File: config.mk
export PLATFORM = sky130hd
export DESIGN_NAME = spm_ctrl
export DESIGN_NICKNAME = d
export VERILOG_FILES = /design/src/rtl/spm_pkg.sv /design/src/rtl/spm_cmd_decode.sv /design/src/rtl/spm_arm_timer.sv /design/src/rtl/spm_page_buf.sv /design/src/rtl/spm_ctrl.sv
export SDC_FILE = /design/constraint.sdc
export NUM_CORES = 1
export LEC_CHECK = 0
export BUFFER_PORTS_ARGS = -buffer_cell sky130_fd_sc_hd__buf_2
export CAP_MARGIN = 5
export CORE_MARGIN = 3
export CORE_UTILIZATION = 55
export CTS_BUF_LIST = sky130_fd_sc_hd__clkbuf_4
export DETAILED_ROUTE_END_ITERATION = 8
export PLACE_DENSITY = 0.75
export SLEW_MARGIN = 15
export SYNTH_ARGS = -nofsm -noshare
export SYNTH_HDL_FRONTEND = slang
export SYNTH_SLANG_ARGS = --single-unit
File: constraint.sdc
create_clock -name clk -period 2.95 [get_ports clk]
set_input_delay 0.295 -clock clk [delete_from_list [all_inputs] [get_ports clk]]
set_output_delay 0.295 -clock clk [all_outputs]
set_load 0.01 [all_outputs]
File: src/rtl/spm_pkg.sv
package spm_pkg;
   localparam int CMD_W = 5;
   typedef logic [CMD_W-1:0] cmd_t;

   localparam cmd_t CMD_STORE = 5'b00001;
   localparam cmd_t CMD_ERASE = 5'b00011;
   localparam cmd_t CMD_PROG  = 5'b00101;
   localparam cmd_t CMD_LOCK  = 5'b01001;
   localparam cmd_t CMD_WIPE  = 5'b10001;

   typedef enum logic [2:0] {
      OP_NONE, OP_STORE, OP_ERASE, OP_PROG, OP_LOCK, OP_WIPE
   } op_e;

   function automatic logic cmd_legal(cmd_t c);
      return (c == CMD_STORE) || (c == CMD_ERASE) || (c == CMD_PROG) ||
             (c == CMD_LOCK)  || (c == CMD_WIPE);
   endfunction
endpackage

File: src/rtl/spm_cmd_decode.sv
module spm_cmd_decode
   import spm_pkg::*;
(
   input  cmd_t held,
   input  cmd_t cand,
   output op_e  op,
   output logic cand_ok
);
   always_comb begin
      unique case (held)
         CMD_STORE: op = OP_STORE;
         CMD_ERASE: op = OP_ERASE;
         CMD_PROG:  op = OP_PROG;
         CMD_LOCK:  op = OP_LOCK;
         CMD_WIPE:  op = OP_WIPE;
         default:   op = OP_NONE;
      endcase
   end

   assign cand_ok = cmd_legal(cand);
endmodule

File: src/rtl/spm_arm_timer.sv
module spm_arm_timer #(
   parameter int WINDOW = 4
) (
   input  logic clk,
   input  logic rst_n,
   input  logic load,
   input  logic take,
   input  logic hold,
   output logic live,
   output logic expire
);
   localparam int CW = $clog2(WINDOW + 1);

   logic [CW-1:0] cnt_q;

   initial begin
      assert (WINDOW >= 1) else $fatal(1, "WINDOW must be at least 1");
   end

   always_ff @(posedge clk) begin
      if (!rst_n)        cnt_q <= '0;
      else if (load)     cnt_q <= CW'(WINDOW);
      else if (hold)     cnt_q <= cnt_q;
      else if (take)     cnt_q <= '0;
      else if (cnt_q != '0) cnt_q <= cnt_q - 1'b1;
   end

   assign live   = (cnt_q != '0);
   assign expire = (cnt_q == CW'(1)) && !take && !hold && !load;

   p_window_bound_r3: assert property (@(posedge clk) disable iff (!rst_n)
      cnt_q <= CW'(WINDOW));
endmodule

File: src/rtl/spm_page_buf.sv
module spm_page_buf #(
   parameter int WORDS  = 32,
   parameter int WORD_W = 16,
   parameter bit RD_REG = 1'b0
) (
   input  logic                       clk,
   input  logic                       rst_n,
   input  logic                       wr_en,
   input  logic [$clog2(WORDS)-1:0]   wr_idx,
   input  logic [WORD_W-1:0]          wr_data,
   input  logic                       wipe,
   input  logic [$clog2(WORDS)-1:0]   rd_idx,
   output logic [WORD_W-1:0]          rd_data
);
   localparam int IDX_W = $clog2(WORDS);

   logic [WORD_W-1:0] word_q [WORDS];

   initial begin
      assert (WORDS >= 2 && (1 << IDX_W) == WORDS)
         else $fatal(1, "WORDS must be a power of two");
   end

   for (genvar g = 0; g < WORDS; g++) begin : g_word
      always_ff @(posedge clk) begin
         if (!rst_n || wipe)
            word_q[g] <= '1;
         else if (wr_en && wr_idx == IDX_W'(g))
            word_q[g] <= wr_data;
      end

      p_wipe_all_r9: assert property (@(posedge clk) disable iff (!rst_n)
         wipe |=> (word_q[g] == '1));
   end

   if (RD_REG) begin : g_rd_reg
      always_ff @(posedge clk) begin
         if (!rst_n) rd_data <= '1;
         else        rd_data <= word_q[rd_idx];
      end
   end else begin : g_rd_comb
      assign rd_data = word_q[rd_idx];
   end
endmodule

File: src/rtl/spm_ctrl.sv
module spm_ctrl
   import spm_pkg::*;
#(
   parameter int REG_W  = 8,
   parameter int Z_W    = 16,
   parameter int WORD_W = 16,
   parameter int WORDS  = 32,
   parameter int WINDOW = 4,
   parameter int LOCK_W = 8,
   localparam int IDX_W  = $clog2(WORDS),
   localparam int PAGE_W = Z_W - IDX_W - 1
) (
   input  logic              clk,
   input  logic              rst_n,
   input  logic              reg_wr,
   input  logic [REG_W-1:0]  reg_wdata,
   output logic [REG_W-1:0]  reg_rdata,
   input  logic              spm_stb,
   input  logic [Z_W-1:0]    spm_z,
   input  logic [WORD_W-1:0] spm_data,
   output logic              arr_erase_req,
   output logic              arr_write_req,
   output logic [PAGE_W-1:0] arr_page,
   input  logic              arr_done,
   input  logic [IDX_W-1:0]  arr_buf_idx,
   output logic [WORD_W-1:0] arr_buf_data,
   output logic              lock_req,
   output logic [LOCK_W-1:0] lock_data,
   output logic              cpu_halt
);
   initial begin
      assert (REG_W >= CMD_W) else $fatal(1, "REG_W too small");
      assert (PAGE_W >= 1) else $fatal(1, "Z_W too small for WORDS");
      assert (LOCK_W <= WORD_W) else $fatal(1, "LOCK_W too wide");
   end

   cmd_t              bits_q;
   logic              busy_q, erase_q, prog_q, lock_q;
   logic [PAGE_W-1:0] page_q;
   logic [LOCK_W-1:0] lock_data_q;

   op_e  op;
   logic cand_ok, live, expire, take, wr_ok;
   logic unused_bits;

   spm_cmd_decode u_dec (
      .held    (bits_q),
      .cand    (reg_wdata[CMD_W-1:0]),
      .op      (op),
      .cand_ok (cand_ok)
   );

   assign take  = spm_stb && bits_q[0] && live && !busy_q;
   assign wr_ok = reg_wr && !busy_q && !take && cand_ok;

   spm_arm_timer #(.WINDOW(WINDOW)) u_tmr (
      .clk    (clk),
      .rst_n  (rst_n),
      .load   (wr_ok),
      .take   (take),
      .hold   (busy_q),
      .live   (live),
      .expire (expire)
   );

   spm_page_buf #(.WORDS(WORDS), .WORD_W(WORD_W), .RD_REG(1'b0)) u_buf (
      .clk     (clk),
      .rst_n   (rst_n),
      .wr_en   (take && op == OP_STORE),
      .wr_idx  (spm_z[IDX_W:1]),
      .wr_data (spm_data),
      .wipe    (take && op == OP_WIPE),
      .rd_idx  (arr_buf_idx),
      .rd_data (arr_buf_data)
   );

   always_ff @(posedge clk) begin
      if (!rst_n) begin
         bits_q      <= '0;
         busy_q      <= 1'b0;
         erase_q     <= 1'b0;
         prog_q      <= 1'b0;
         lock_q      <= 1'b0;
         page_q      <= '0;
         lock_data_q <= '0;
      end else begin
         lock_q <= 1'b0;
         if (busy_q) begin
            if (arr_done) begin
               busy_q  <= 1'b0;
               erase_q <= 1'b0;
               prog_q  <= 1'b0;
               bits_q  <= '0;
            end
         end else if (take) begin
            unique case (op)
               OP_ERASE: begin
                  busy_q  <= 1'b1;
                  erase_q <= 1'b1;
                  page_q  <= spm_z[Z_W-1:IDX_W+1];
               end
               OP_PROG: begin
                  busy_q <= 1'b1;
                  prog_q <= 1'b1;
                  page_q <= spm_z[Z_W-1:IDX_W+1];
               end
               OP_LOCK: begin
                  lock_q      <= 1'b1;
                  lock_data_q <= spm_data[LOCK_W-1:0];
                  bits_q      <= '0;
               end
               default: bits_q <= '0;
            endcase
         end else if (wr_ok) begin
            bits_q <= reg_wdata[CMD_W-1:0];
         end else if (expire) begin
            bits_q <= '0;
         end
      end
   end

   assign reg_rdata     = {{(REG_W-CMD_W){1'b0}}, bits_q};
   assign arr_erase_req = erase_q;
   assign arr_write_req = prog_q;
   assign arr_page      = page_q;
   assign lock_req      = lock_q;
   assign lock_data     = lock_data_q;
   assign cpu_halt      = busy_q;
   assign unused_bits   = ^{spm_z[0], reg_wdata[REG_W-1:CMD_W]};

   p_legal_only_r2: assert property (@(posedge clk) disable iff (!rst_n)
      (bits_q == '0) || cmd_legal(bits_q));

   p_armed_live_r3: assert property (@(posedge clk) disable iff (!rst_n)
      (bits_q[0] && !busy_q) |-> live);

   p_single_op_r5: assert property (@(posedge clk) disable iff (!rst_n)
      !(arr_erase_req && arr_write_req));

   p_halt_start_r7: assert property (@(posedge clk) disable iff (!rst_n)
      (take && (op == OP_ERASE || op == OP_PROG)) |=> cpu_halt);

   p_halt_hold_r7: assert property (@(posedge clk) disable iff (!rst_n)
      (cpu_halt && !arr_done) |=> cpu_halt);

   p_hold_bits_r8: assert property (@(posedge clk) disable iff (!rst_n)
      (cpu_halt && !arr_done) |=> $stable(reg_rdata));

   p_lock_pulse_r10: assert property (@(posedge clk) disable iff (!rst_n)
      lock_req |=> !lock_req);
endmodule

==> qor.csv <==
stage;metric;value;unit
synth;synth_top_family_by_area;simple AND/OR/NAND/NOR gates;
final_layout;drive_gt1_share;19.52;%
synth;ys_seq_area_share;67.08;%
critical_path;crit_type;flip-flop to primary output;
detailed_routing;met2WireLength;28.97;mm
global_routing;grt_pass1_wl;93.79;mm
floorplan;die_h;214.1;um
critical_path;worstRegToRegCells;9;
detailed_routing;wl_met3;7.032;mm
detailed_routing;drcViolationCount;0;
final_layout;multiInputGateArea;7244;um2
sta;final.period_utilization;94.45;%
floorplan;initial_utilization;56.27;%
synth;synth_edf_count;512;
place;place_area;25580;um2
floorplan;dieArea;45840;um2
clock_network;clk_pin_slew;0.06;ns
critical_path;r2r_start;u_tmr.cnt_q[0];
final_layout;n_fill_cell;2996;
final_layout;design_area;27600;um2
place;place_congestion;0.8552;
final_layout;regArea;15980;um2
sta;max_freq;358.9;MHz
sta;finalHoldViolCount;0;
place;io_buffers;88;
critical_path;crit_path_max_fanout;1;
synth;ys.flop_type;edfxtp_1;
sta;setup_tns;0;ns
critical_path;critical_path.startpoint_type;flip-flop;
critical_path;setup.worst_path.end_class;primary output;
detailed_routing;drtPass1Iterations;6;
synth;synth_compound_area_share;5.485;%
sta;min_period;2.786;ns
clock_network;cts-root-buf;clkbuf_4;
synth;synthSimpleGateAreaFrac;12.77;%
detailed_routing;drt_iter0_drc;1864;
critical_path;timing.rr.end;u_buf.word_q[5][11];
synth;synth-xor-area-share;0.03677;%
place;dp_hpwl;37.12;mm
synth;ys_seq_elements;542;
sta;finalClockSkew;0.03533;ns
clock_network;cts_tree;built;
final_layout;post-route-util;65.22;%
power_and_ir_drop;leakage;8.396;nW
detailed_routing;wl_met1;24.00;mm
synth;synthMuxAreaShare;11.52;%
sta;maxSlewViolCount;0;
clock_network;cts_sinks;542;
power_and_ir_drop;ir_drop;323.1;uV
critical_path;critPathLaunch;u_buf.word_q[1][3];
final_layout;syn2layout_area_growth;15.90;%
floorplan;rows;75;
synth;ys_warn_count;0;
synth;ys_types;46;
power_and_ir_drop;fin_total_pwr;15.50;mW
clock_network;cts.htree.levels;4;
final_layout;nets;2198;
critical_path;regToRegSetupSlack;0.27;ns
detailed_routing;via_count;16590;
critical_path;required;2.65;ns
floorplan;ioPinCount;96;
global_routing;grt_antenna_before_repair;3;
detailed_routing;wire_per_inst;22.26;um
hold_path;hold_path_depth;3;
synth;netlist_instances;1929;
detailed_routing;vias_per_cell;5.911;
floorplan;die_width;214.1;um
floorplan;coreArea;42320;um2
power_and_ir_drop;power.density;561.4;nW/um2
synth;syn_avg_cell_area;12.35;um2
clock_network;numCtsBuffers;133;
clock_network;post_cts_buffers;0;
detailed_routing;top_layer;met5;
sta;rsz0062_at_grt;no;
synth;syn-cell-area;23820;um2
global_routing;grt_pass1_vias;16300;
global_routing;grt_max_degree;65;
critical_path;worstPathArrival;2.49;ns
global_routing;gr-total-overflow;0;
clock_network;max-clock-path-buffers;3;
detailed_routing;drt-total-wl;62.48;mm
global_routing;grt_util_all_layers;26.95;%
detailed_routing;drtAntennaViolNets;0;
outcome;status;finished, final reports clean;
critical_path;setup.worst_path.end;arr_buf_data[3];
sta;tightest_slew;0.7361;ns
clock_network;clk_latency;0.85;ns
flow_run;max_cap_violations;0;
synth;yosys.area_share.adder;0.2417;%
sta;relSlewSlack;50.92;%
synth;async_flop_share;0;%
hold_path;hold_class;primary input to flip-flop;
sta;setup_viol;0;
[cell families after synthesis]
logic type / Yosys count
and+or+nand+nor: 741
DFF: 542
muxes: 274
AOI/OAI and AO/OA: 195
buffers and inverters: 170
adders and majority gates: 5
other: 1
xor gates and xnor gates: 1
[critical path, cell delays in order (launching register included)]
cell and delay, ns:
edfxtp_1 0.37, mux2i_1 0.24, a22o_1 0.18, nor3_1 0.05
a31oi_1 0.35, nand3_1 0.26, buf_2 0.21
[repair_timing]
| action | in CTS | in global routing |
|---|---|---|
| endpoints found under the setup margin | 0 | 1 |
| resized for setup | 0 | 1 |
| hold buffers | 45 | 0 |
| hold endpoints to repair | 541 | 0 |
[per-layer routing]
layer	global-route usage, %	up-vias
met5	0	-
met3	6.320	151
met2	41.12	1003
li1	-	7445
met4	13.00	4
met1	36.92	7989
[worst min path at each step]
stage	from	end	slack [ns]
after CTS	reg_wdata[0]	u_tmr.cnt_q[0]	0.02
after global routing	reg_wdata[0]	u_tmr.cnt_q[0]	0.14
after floorplan	spm_z[6]	arr_page[0]	0.44
after detailed placement	arr_erase_req	arr_erase_req	0.46
after global placement	arr_write_req	arr_write_req	0.46
final	reg_wdata[0]	u_tmr.cnt_q[0]	0.14
[synth_stat cells, drive strengths merged (3+ instances only)]
library cell / n / area [um2]
o21ai: 34 / 170.2
nor3: 20 / 105.1
a31oi: 16 / 100.1
mux2i: 274 / 2743
ha: 3 / 37.54
a22oi: 64 / 480.5
a22o: 32 / 280.3
nor2b: 6 / 37.54
and2: 3 / 18.77
inv: 4 / 15.01
buf: 51 / 235.2
edfxtp: 512 / 15370
nor2: 72 / 282.8
o22ai: 5 / 31.28
clkbuf: 115 / 431.7
a21oi: 38 / 190.2
nand4: 18 / 112.6
nand2b: 8 / 50.05
nand2: 562 / 2110
nand3: 36 / 180.2
dfxtp: 30 / 600.6
[cell usage in the layout, fill, tap and decap left out, drive strengths merged, types with 3 or more instances in the layout]
| master | n |
|---|---|
| nand3 | 36 |
| nor3 | 20 |
| nor2 | 72 |
| edfxtp | 512 |
| o21ai | 34 |
| conb | 3 |
| clkbuf | 189 |
| o22ai | 5 |
| a22o | 32 |
| and2 | 3 |
| dfxtp | 30 |
| a22oi | 64 |
| inv | 12 |
| nand4 | 18 |
| a31oi | 16 |
| clkinv | 20 |
| buf | 200 |
| ha | 3 |
| dlygate4sd3 | 45 |
| nand2b | 8 |
| nor2b | 6 |
| mux2i | 274 |
| nand2 | 562 |
| a21oi | 38 |
[stage by stage]
step           std cells  worst slack, ns  hold WS, ns
4_1_cts             2806          0.08252      0.01918
2_1_floorplan       1931          -0.2761       0.4389
3_3_place_gp        2542           0.4145       0.4584
3_5_place_dp        2542           0.3194       0.4631
6_report            2807           0.1638       0.1401
5_1_grt             2807          0.09426       0.1365
[area by class of cell]
class / count / share of cell area (%)
Antenna cell: 1 / 0.009066
Clock buffer: 189 / 5.140
Clock inverter: 30 / 0.5258
Inverter: 4 / 0.05439
Multi-Input combinational cell: 1219 / 26.25
Sequential cell: 542 / 57.88
Tap cell: 577 / 2.615
Timing Repair Buffer: 245 / 7.534
[report_power, final]
| part | switching [mW] | internal, mW |
|---|---|---|
| clock network | 2.88 | 3.01 |
| logic | 0.792 | 0.396 |
| registers | 0.0203 | 8.39 |
[registers in the layout (all words and copies together) (netlist names)]
register       count
u_tmr.cnt_q        3
u_buf.word_q     512
arr_erase_req      1
arr_page          10
lock_data          8
arr_write_req      1
bits_q             5
cpu_halt           1
lock_req           1
(Power assumes the default switching activity.)
